## src/rtl/curc_pkg.sv

```systemverilog
package curc_pkg;
  // command bit positions in the reset command register
  localparam int unsigned CMD_IRQ_BIT  = 26;
  localparam int unsigned CMD_PART_BIT = 25;
  localparam int unsigned CMD_FULL_BIT = 24;
  // interrupt lines: bit 0 done, bit 1 address error
  localparam int unsigned IRQ_W    = 2;
  localparam int unsigned IDX_DONE = 0;
  localparam int unsigned IDX_AERR = 1;

  typedef enum logic [1:0] {
    SEL_RCR  = 2'd0,
    SEL_STAT = 2'd1,
    SEL_ISR  = 2'd2,
    SEL_ICR  = 2'd3
  } reg_sel_e;

  typedef enum logic [1:0] {
    CMD_NONE,
    CMD_IRQCLR,
    CMD_PART,
    CMD_FULL
  } rst_cmd_e;
endpackage

```

## src/rtl/curc_cmd_decode.sv

```systemverilog
module curc_cmd_decode
  import curc_pkg::*;
(
  input  logic       wr_en,
  input  reg_sel_e   sel,
  input  logic [2:0] cmd_bits,   // {irq, part, full}
  output rst_cmd_e   cmd,
  output logic       stat_wr,
  output logic       isr_wr,
  output logic       icr_wr
);
  always_comb begin
    stat_wr = wr_en && (sel == SEL_STAT);
    isr_wr  = wr_en && (sel == SEL_ISR);
    icr_wr  = wr_en && (sel == SEL_ICR);
    cmd     = CMD_NONE;
    if (wr_en && (sel == SEL_RCR)) begin
      if (cmd_bits[0])      cmd = CMD_FULL;
      else if (cmd_bits[1]) cmd = CMD_PART;
      else if (cmd_bits[2]) cmd = CMD_IRQCLR;
    end
  end
endmodule

```

## src/rtl/curc_init_seq.sv

```systemverilog
module curc_init_seq #(
  parameter int unsigned DEPTH = 64,
  parameter int unsigned AW    = $clog2(DEPTH)
) (
  input  logic          clk,
  input  logic          rst,
  input  logic          restart,
  output logic          ready_q,
  output logic [AW-1:0] idx_q
);
  localparam logic [AW-1:0] LAST = AW'(DEPTH - 1);

  always_ff @(posedge clk) begin
    if (rst || restart) begin
      ready_q <= 1'b0;
      idx_q   <= '0;
    end else if (!ready_q) begin
      idx_q <= idx_q + 1'b1;
      if (idx_q == LAST) ready_q <= 1'b1;
    end
  end
endmodule

```

## src/rtl/curc_param_mem.sv

```systemverilog
module curc_param_mem #(
  parameter int unsigned DEPTH = 64,
  parameter int unsigned W     = 16,
  parameter int unsigned AW    = $clog2(DEPTH)
) (
  input  logic          clk,
  input  logic          we,
  input  logic [AW-1:0] addr,
  input  logic [W-1:0]  wdata,
  output logic [W-1:0]  rdata
);
  logic [W-1:0] mem [DEPTH];

  always_ff @(posedge clk) begin
    if (we) mem[addr] <= wdata;
    rdata <= mem[addr];
  end
endmodule

```

## src/rtl/curc_irq_regs.sv

```systemverilog
module curc_irq_regs
  import curc_pkg::*;
(
  input  logic             clk,
  input  logic             rst,
  input  logic             clr_all,
  input  logic             clr_ctl,
  input  logic             clr_irq,
  input  logic             sw_en,
  input  logic [IRQ_W-1:0] evt,
  input  logic             isr_wr,
  input  logic             icr_wr,
  input  logic [IRQ_W-1:0] wbits,
  output logic [IRQ_W-1:0] isr_q,
  output logic [IRQ_W-1:0] icr_q,
  output logic [IRQ_W-1:0] irq_q
);
  logic [IRQ_W-1:0] icr_n;

  always_comb icr_n = (icr_wr && sw_en) ? wbits : icr_q;

  always_ff @(posedge clk) begin
    if (rst || clr_ctl) icr_q <= '0;
    else                icr_q <= icr_n;
  end

  for (genvar b = 0; b < IRQ_W; b++) begin : g_line
    logic clr_b, nxt_b, stat_r, line_r;
    always_comb begin
      clr_b = clr_irq || (isr_wr && sw_en && wbits[b]);
      nxt_b = (stat_r && !clr_b) || evt[b];
    end
    always_ff @(posedge clk) begin
      if (rst || clr_all) begin
        stat_r <= 1'b0;
        line_r <= 1'b0;
      end else begin
        stat_r <= nxt_b;
        line_r <= nxt_b && icr_n[b];
      end
    end
    assign isr_q[b] = stat_r;
    assign irq_q[b] = line_r;
  end
endmodule

```

## src/rtl/cipher_unit_rstctl.sv

```systemverilog
module cipher_unit_rstctl
  import curc_pkg::*;
#(
  parameter int unsigned DW       = 32,
  parameter int unsigned ADDR_W   = 4,
  parameter int unsigned PM_DEPTH = 64,
  parameter int unsigned PM_W     = 16
) (
  input  logic                        clk,
  input  logic                        rst,
  input  logic                        bus_wr,
  input  logic                        bus_rd,
  input  logic [ADDR_W-1:0]           bus_addr,
  input  logic [DW-1:0]               bus_wdata,
  output logic [DW-1:0]               bus_rdata,
  input  logic                        done_evt,
  output logic                        irq_done,
  output logic                        irq_err,
  output logic                        unit_ready,
  input  logic                        pm_we,
  input  logic [$clog2(PM_DEPTH)-1:0] pm_addr,
  input  logic [PM_W-1:0]             pm_wdata,
  output logic [PM_W-1:0]             pm_rdata
);
  localparam int unsigned PM_AW = $clog2(PM_DEPTH);

  reg_sel_e         sel;
  logic             addr_ok, wr_ok;
  rst_cmd_e         cmd;
  logic             stat_wr, isr_wr, icr_wr;
  logic             ready, restart;
  logic [PM_AW-1:0] init_idx;
  logic [IRQ_W-1:0] isr, icr, irq_lines;
  logic [DW-1:0]    rd_mux;
  logic             mem_we;
  logic [PM_AW-1:0] mem_addr;
  logic [PM_W-1:0]  mem_wdata;
  logic             unused_wdata;

  assign sel          = reg_sel_e'(bus_addr[3:2]);
  assign addr_ok      = (bus_addr[1:0] == 2'b00) && ((bus_addr >> 4) == '0);
  assign wr_ok        = bus_wr && addr_ok;
  assign unused_wdata = ^bus_wdata;

  curc_cmd_decode u_dec (
    .wr_en   (wr_ok),
    .sel     (sel),
    .cmd_bits(bus_wdata[CMD_IRQ_BIT:CMD_FULL_BIT]),
    .cmd     (cmd),
    .stat_wr (stat_wr),
    .isr_wr  (isr_wr),
    .icr_wr  (icr_wr)
  );

  assign restart = (cmd == CMD_FULL) || (cmd == CMD_PART);

  curc_init_seq #(.DEPTH(PM_DEPTH), .AW(PM_AW)) u_seq (
    .clk    (clk),
    .rst    (rst),
    .restart(restart),
    .ready_q(ready),
    .idx_q  (init_idx)
  );

  curc_irq_regs u_irq (
    .clk    (clk),
    .rst    (rst),
    .clr_all(restart),
    .clr_ctl(cmd == CMD_FULL),
    .clr_irq(cmd == CMD_IRQCLR),
    .sw_en  (ready),
    .evt    ({stat_wr, done_evt}),
    .isr_wr (isr_wr),
    .icr_wr (icr_wr),
    .wbits  (bus_wdata[IRQ_W-1:0]),
    .isr_q  (isr),
    .icr_q  (icr),
    .irq_q  (irq_lines)
  );

  assign irq_done   = irq_lines[IDX_DONE];
  assign irq_err    = irq_lines[IDX_AERR];
  assign unit_ready = ready;

  // sequencer owns the memory port until ready
  assign mem_we    = ready ? pm_we    : 1'b1;
  assign mem_addr  = ready ? pm_addr  : init_idx;
  assign mem_wdata = ready ? pm_wdata : '0;

  curc_param_mem #(.DEPTH(PM_DEPTH), .W(PM_W), .AW(PM_AW)) u_mem (
    .clk  (clk),
    .we   (mem_we),
    .addr (mem_addr),
    .wdata(mem_wdata),
    .rdata(pm_rdata)
  );

  always_comb begin
    rd_mux = '0;
    if (addr_ok) begin
      case (sel)
        SEL_STAT: rd_mux = DW'(ready);
        SEL_ISR:  rd_mux = DW'(isr);
        SEL_ICR:  rd_mux = DW'(icr);
        default:  rd_mux = '0;
      endcase
    end
  end

  always_ff @(posedge clk) begin
    if (rst)         bus_rdata <= '0;
    else if (bus_rd) bus_rdata <= rd_mux;
  end
endmodule


```

## config.mk

```make
export PLATFORM = sky130hd
export DESIGN_NAME = cipher_unit_rstctl
export DESIGN_NICKNAME = d
export VERILOG_FILES = /design/src/rtl/curc_pkg.sv /design/src/rtl/curc_cmd_decode.sv /design/src/rtl/curc_init_seq.sv /design/src/rtl/curc_param_mem.sv /design/src/rtl/curc_irq_regs.sv /design/src/rtl/cipher_unit_rstctl.sv
export SDC_FILE = /design/constraint.sdc
export NUM_CORES = 1
export LEC_CHECK = 0
export BUFFER_PORTS_ARGS = -buffer_cell sky130_fd_sc_hd__buf_2
export CAP_MARGIN = 20
export CELL_PAD_IN_SITES_DETAIL_PLACEMENT = 1
export CELL_PAD_IN_SITES_GLOBAL_PLACEMENT = 2
export CORE_MARGIN = 2
export CORE_UTILIZATION = 50
export DETAILED_ROUTE_END_ITERATION = 10
export GPL_ROUTABILITY_DRIVEN = 0
export PLACE_DENSITY_LB_ADDON = 0.12
export SLEW_MARGIN = 30
export SYNTH_ARGS = -nofsm -noshare
export SYNTH_HDL_FRONTEND = slang
export SYNTH_HIERARCHICAL = 1
export SYNTH_SLANG_ARGS = --single-unit
export TNS_END_PERCENT = 30
```

## constraint.sdc

```tcl
create_clock -name clk -period 7.13 [get_ports clk]
set_input_delay 0.3565 -clock clk [delete_from_list [all_inputs] [get_ports clk]]
set_output_delay 0.3565 -clock clk [all_outputs]
set_load 0.02 [all_outputs]
```

==> results.py <==
metrics = {
    "status": {
        "status": "completed",
    },
    "setup_path": {
        "path_cells": "mux2_8 -> nor2_4 -> buf_4 -> buf_4 -> a22oi_1 -> nand3_1 -> o211ai_1 -> or4b_1",
        "end_kind": "flip-flop",
        "worst_r2r_path_depth": 8,
        "critPathRequiredTime_ps": 7670,
        "critical_path.max_fanout": 60,
        "r2r-end": "u_mem/rdata[14]",
        "cp_slowest_cell": "buf_4",
        "critPathMostFrequentCell": "buf_4",
        "critPathBufInv": 2,
        "rr_startpoint": "u_seq/ready_q",
        "critPathTopFamily": "buffers and inverters",
        "path_class": "flip-flop to flip-flop",
        "critPathMaxStageDelay_ps": 810,
        "start_kind": "flip-flop",
        "critPathArrivalTime_ps": 5300,
        "reg2reg_slack_ps": 2370,
    },
    "layout": {
        "final_cell_mix": "edfxtp_1 (1,024), a22oi_1 (196), nor2_1 (163)",
        "drive_gt1_frac": 0.157,
        "diodes": 0,
        "seq_area_um2": 31400,
        "multi_input_area_um2": 8470,
        "fin_nets": 2591,
        "final_common_cell": "edfxtp_1",
        "fill_cells": 7230,
        "syn_to_final_growth_pct": 12.7,
    },
    "synth": {
        "ys_ff_latch": 1055,
        "yosysWarnings": 6,
        "synth_cell_type_count": 70,
        "synth_cells": 2403,
        "synth_edf_count": 1024,
        "synth_ff_type": "edfxtp_1",
        "synth_async_sr_flop_share": 0,
        "synth_area_um2": 40700,
        "yosysSeqAreaShare": 0.771,
        "syn_avg_cell_area_um2": 16.9,
    },
    "drt": {
        "vias_per_cell": 6.42,
        "wl_per_cell_um": 32.4,
        "drt_iter0_drc": 2642,
        "ant_nets": 0,
        "vias": 23600,
        "routed_wl_mm": 119,
        "first_pass_iters": 5,
        "drc": 0,
    },
    "place": {
        "io_buffers": 57,
        "dp_hpwl_mm": 68.9,
    },
    "pwr": {
        "netSwitchingFraction": 0.230,
        "share_seq_of_total_power": 0.515,
        "p_comb_frac": 0.070,
        "p_per_area_nw_per_um2": 288,
        "power_switching_mw": 3.03,
        "irDropWorstVdd_uv": 198,
        "p_leak_nw": 15.4,
        "power_frac_clock": 0.415,
        "p_int_mw": 10.2,
    },
    "clock_tree": {
        "cts_tree": "done",
        "htree_levels": 3,
        "cts.sinks": 1055,
        "tritoncts.num_buffers": 107,
        "root_buffer": "clkbuf_16",
        "insertion_delay_ps": 680,
        "post_cts_buffers": 0,
        "clk_pin_slew_ps": 60,
        "cts_resized": 0,
        "clockBufferDepth": 3,
    },
    "sta": {
        "finalCritPeriodShare": 0.667,
        "fin_skew_ps": 22.4,
        "final_max_slew_viol_count": 0,
        "whs_ps": 65.0,
        "fin_setup_tns_ps": 0,
        "slew_headroom": 0.238,
        "fmax_mhz": 210,
        "worstMarginPinSlew_ps": 1130,
        "hold_violations": 0,
        "rsz0062_at_grt": "false",
        "min_period_ps": 4760,
        "finalSetupViolCount": 0,
    },
    "floorplanning": {
        "start_util": 0.505,
        "die_w_um": 289,
        "ios": 115,
        "rows": 104,
        "die_h_um": 289,
        "dieArea_um2": 83700,
        "core_area_um2": 80500,
    },
    "global_route": {
        "grt_pass1_vias": 24300,
        "grt_overflow_total": 0,
        "grt_max_degree": 65,
        "antenna_found_initial": 5,
        "grt_util_all_layers": 0.287,
        "grt_pass1_wl_mm": 171,
    },
    "worst_hold_path": {
        "hold_start": "bus_wdata[1]",
        "holdCritPathClass": "primary input to flip-flop",
        "whs_path_depth": 3,
        "hold_path_end": "u_irq/icr_q[1]",
    },
    "flow_run": {
        "maxCapViolCount": 0,
    },
}
[Yosys cell counts (24+ instances only)]
| cell type | n | area (um2) |
|---|---|---|
| edfxtp_1 | 1024 | 30700 |
| a22oi_1 | 196 | 1470 |
| nor2_1 | 170 | 638 |
| mux2i_1 | 157 | 1570 |
| a221oi_1 | 106 | 928 |
| a21oi_1 | 79 | 395 |
| clkbuf_1 | 64 | 240 |
| buf_2 | 62 | 310 |
| o22ai_1 | 58 | 363 |
| buf_4 | 50 | 375 |
| nand2_1 | 43 | 161 |
| dfxtp_1 | 31 | 621 |
| o21ai_0 | 30 | 150 |
| o22a_1 | 27 | 236 |
| a31oi_1 | 24 | 150 |
[worst register-to-register path, cell delays in order (launching register included)]
cell	delay, ps
dfxtp_1	790
mux2_8	620
nor2_4	500
buf_4	820
buf_4	630
a22oi_1	160
nand3_1	190
o211ai_1	330
or4b_1	620
[worst max path at each step]
| stage | endpoint | startpoint | slack [ps] | cells past startpoint |
|---|---|---|---|---|
| after floorplan | u_mem/mem[12][0] | u_seq/ready_q | 3630 | 8 |
| after global placement | u_mem/rdata[2] | u_seq/ready_q | 2370 | 8 |
| after detailed placement | u_mem/rdata[14] | u_seq/ready_q | 2440 | 8 |
| after CTS | u_mem/rdata[14] | u_seq/ready_q | 2400 | 8 |
| after global routing | u_mem/rdata[14] | u_seq/ready_q | 2210 | 8 |
| final | u_mem/rdata[14] | u_seq/ready_q | 2370 | 8 |
[flip-flops by register name (all words and copies together) (netlist names)]
| name | flops |
|---|---|
| u_seq/ready_q | 1 |
| u_mem/rdata | 16 |
| u_irq/g_line.stat_r | 2 |
| bus_rdata | 2 |
| u_mem/mem | 1024 |
| u_irq/icr_q | 2 |
| u_seq/idx_q | 6 |
| u_irq/g_line.line_r | 2 |
[cell type report]
| type | instances | area share |
|---|---|---|
| Tap cell | 1060 | 0.0289 |
| Sequential cell | 1055 | 0.684 |
| Inverter | 5 | 0.000409 |
| Clock inverter | 72 | 0.0121 |
| Multi-Input combinational cell | 1172 | 0.185 |
| Timing Repair Buffer | 185 | 0.0274 |
| Clock buffer | 129 | 0.0622 |
[power by group through the flow]
| stage | sequential [mW] | combinational, mW | clock [mW] |
|---|---|---|---|
| after floorplan | 6.93 | 0.536 | 0 |
| after global placement | 6.92 | 0.886 | 0 |
| after detailed placement | 6.92 | 0.908 | 0 |
| after CTS | 6.79 | 0.913 | 5.54 |
| after global routing | 6.79 | 0.968 | 5.77 |
| final | 6.79 | 0.920 | 5.47 |
[routing by layer]
metal	vias up	wire (um)	GRT usage
li1	9994	-	-
met1	12500	49000	0.392
met2	879	58200	0.472
met3	184	8270	0.0457
met4	2	3830	0.0977
met5	-	16	0
[kinds of logic after synthesis]
family | Yosys count | share of synthesized area
flip-flops | 1055 | 0.771
AO/OA/AOI/OAI | 625 | 0.113
AND/OR/NAND/NOR | 323 | 0.0379
buffers and inverters | 205 | 0.0273
multiplexers | 189 | 0.0493
XOR/XNOR | 4 | 0.000861
adder cells (fa/ha/maj) | 1 | 0.000308
other | 1 | 0.0000922
[through the flow]
stage          total power, mW  setup WS, ps  cell area [um2]  instances  utilization
3_5_place_dp              7.83          2440            42400       3473        0.526
6_report                  13.2          2370            45800       3678        0.569
5_1_grt                   13.5          2210            45800       3678        0.569
2_1_floorplan             7.47          3630            40800       2432            -
3_3_place_gp              7.81          2370            42400       3473        0.526
4_1_cts                   13.2          2400            45800       3678        0.569
[what timing repair did]
item	4_1_cts	5_1_grt
endpoints found under the hold margin	5	0
endpoints found under the setup margin	0	0
hold buffers	4	0
Power figures use the tool's default switching activity.
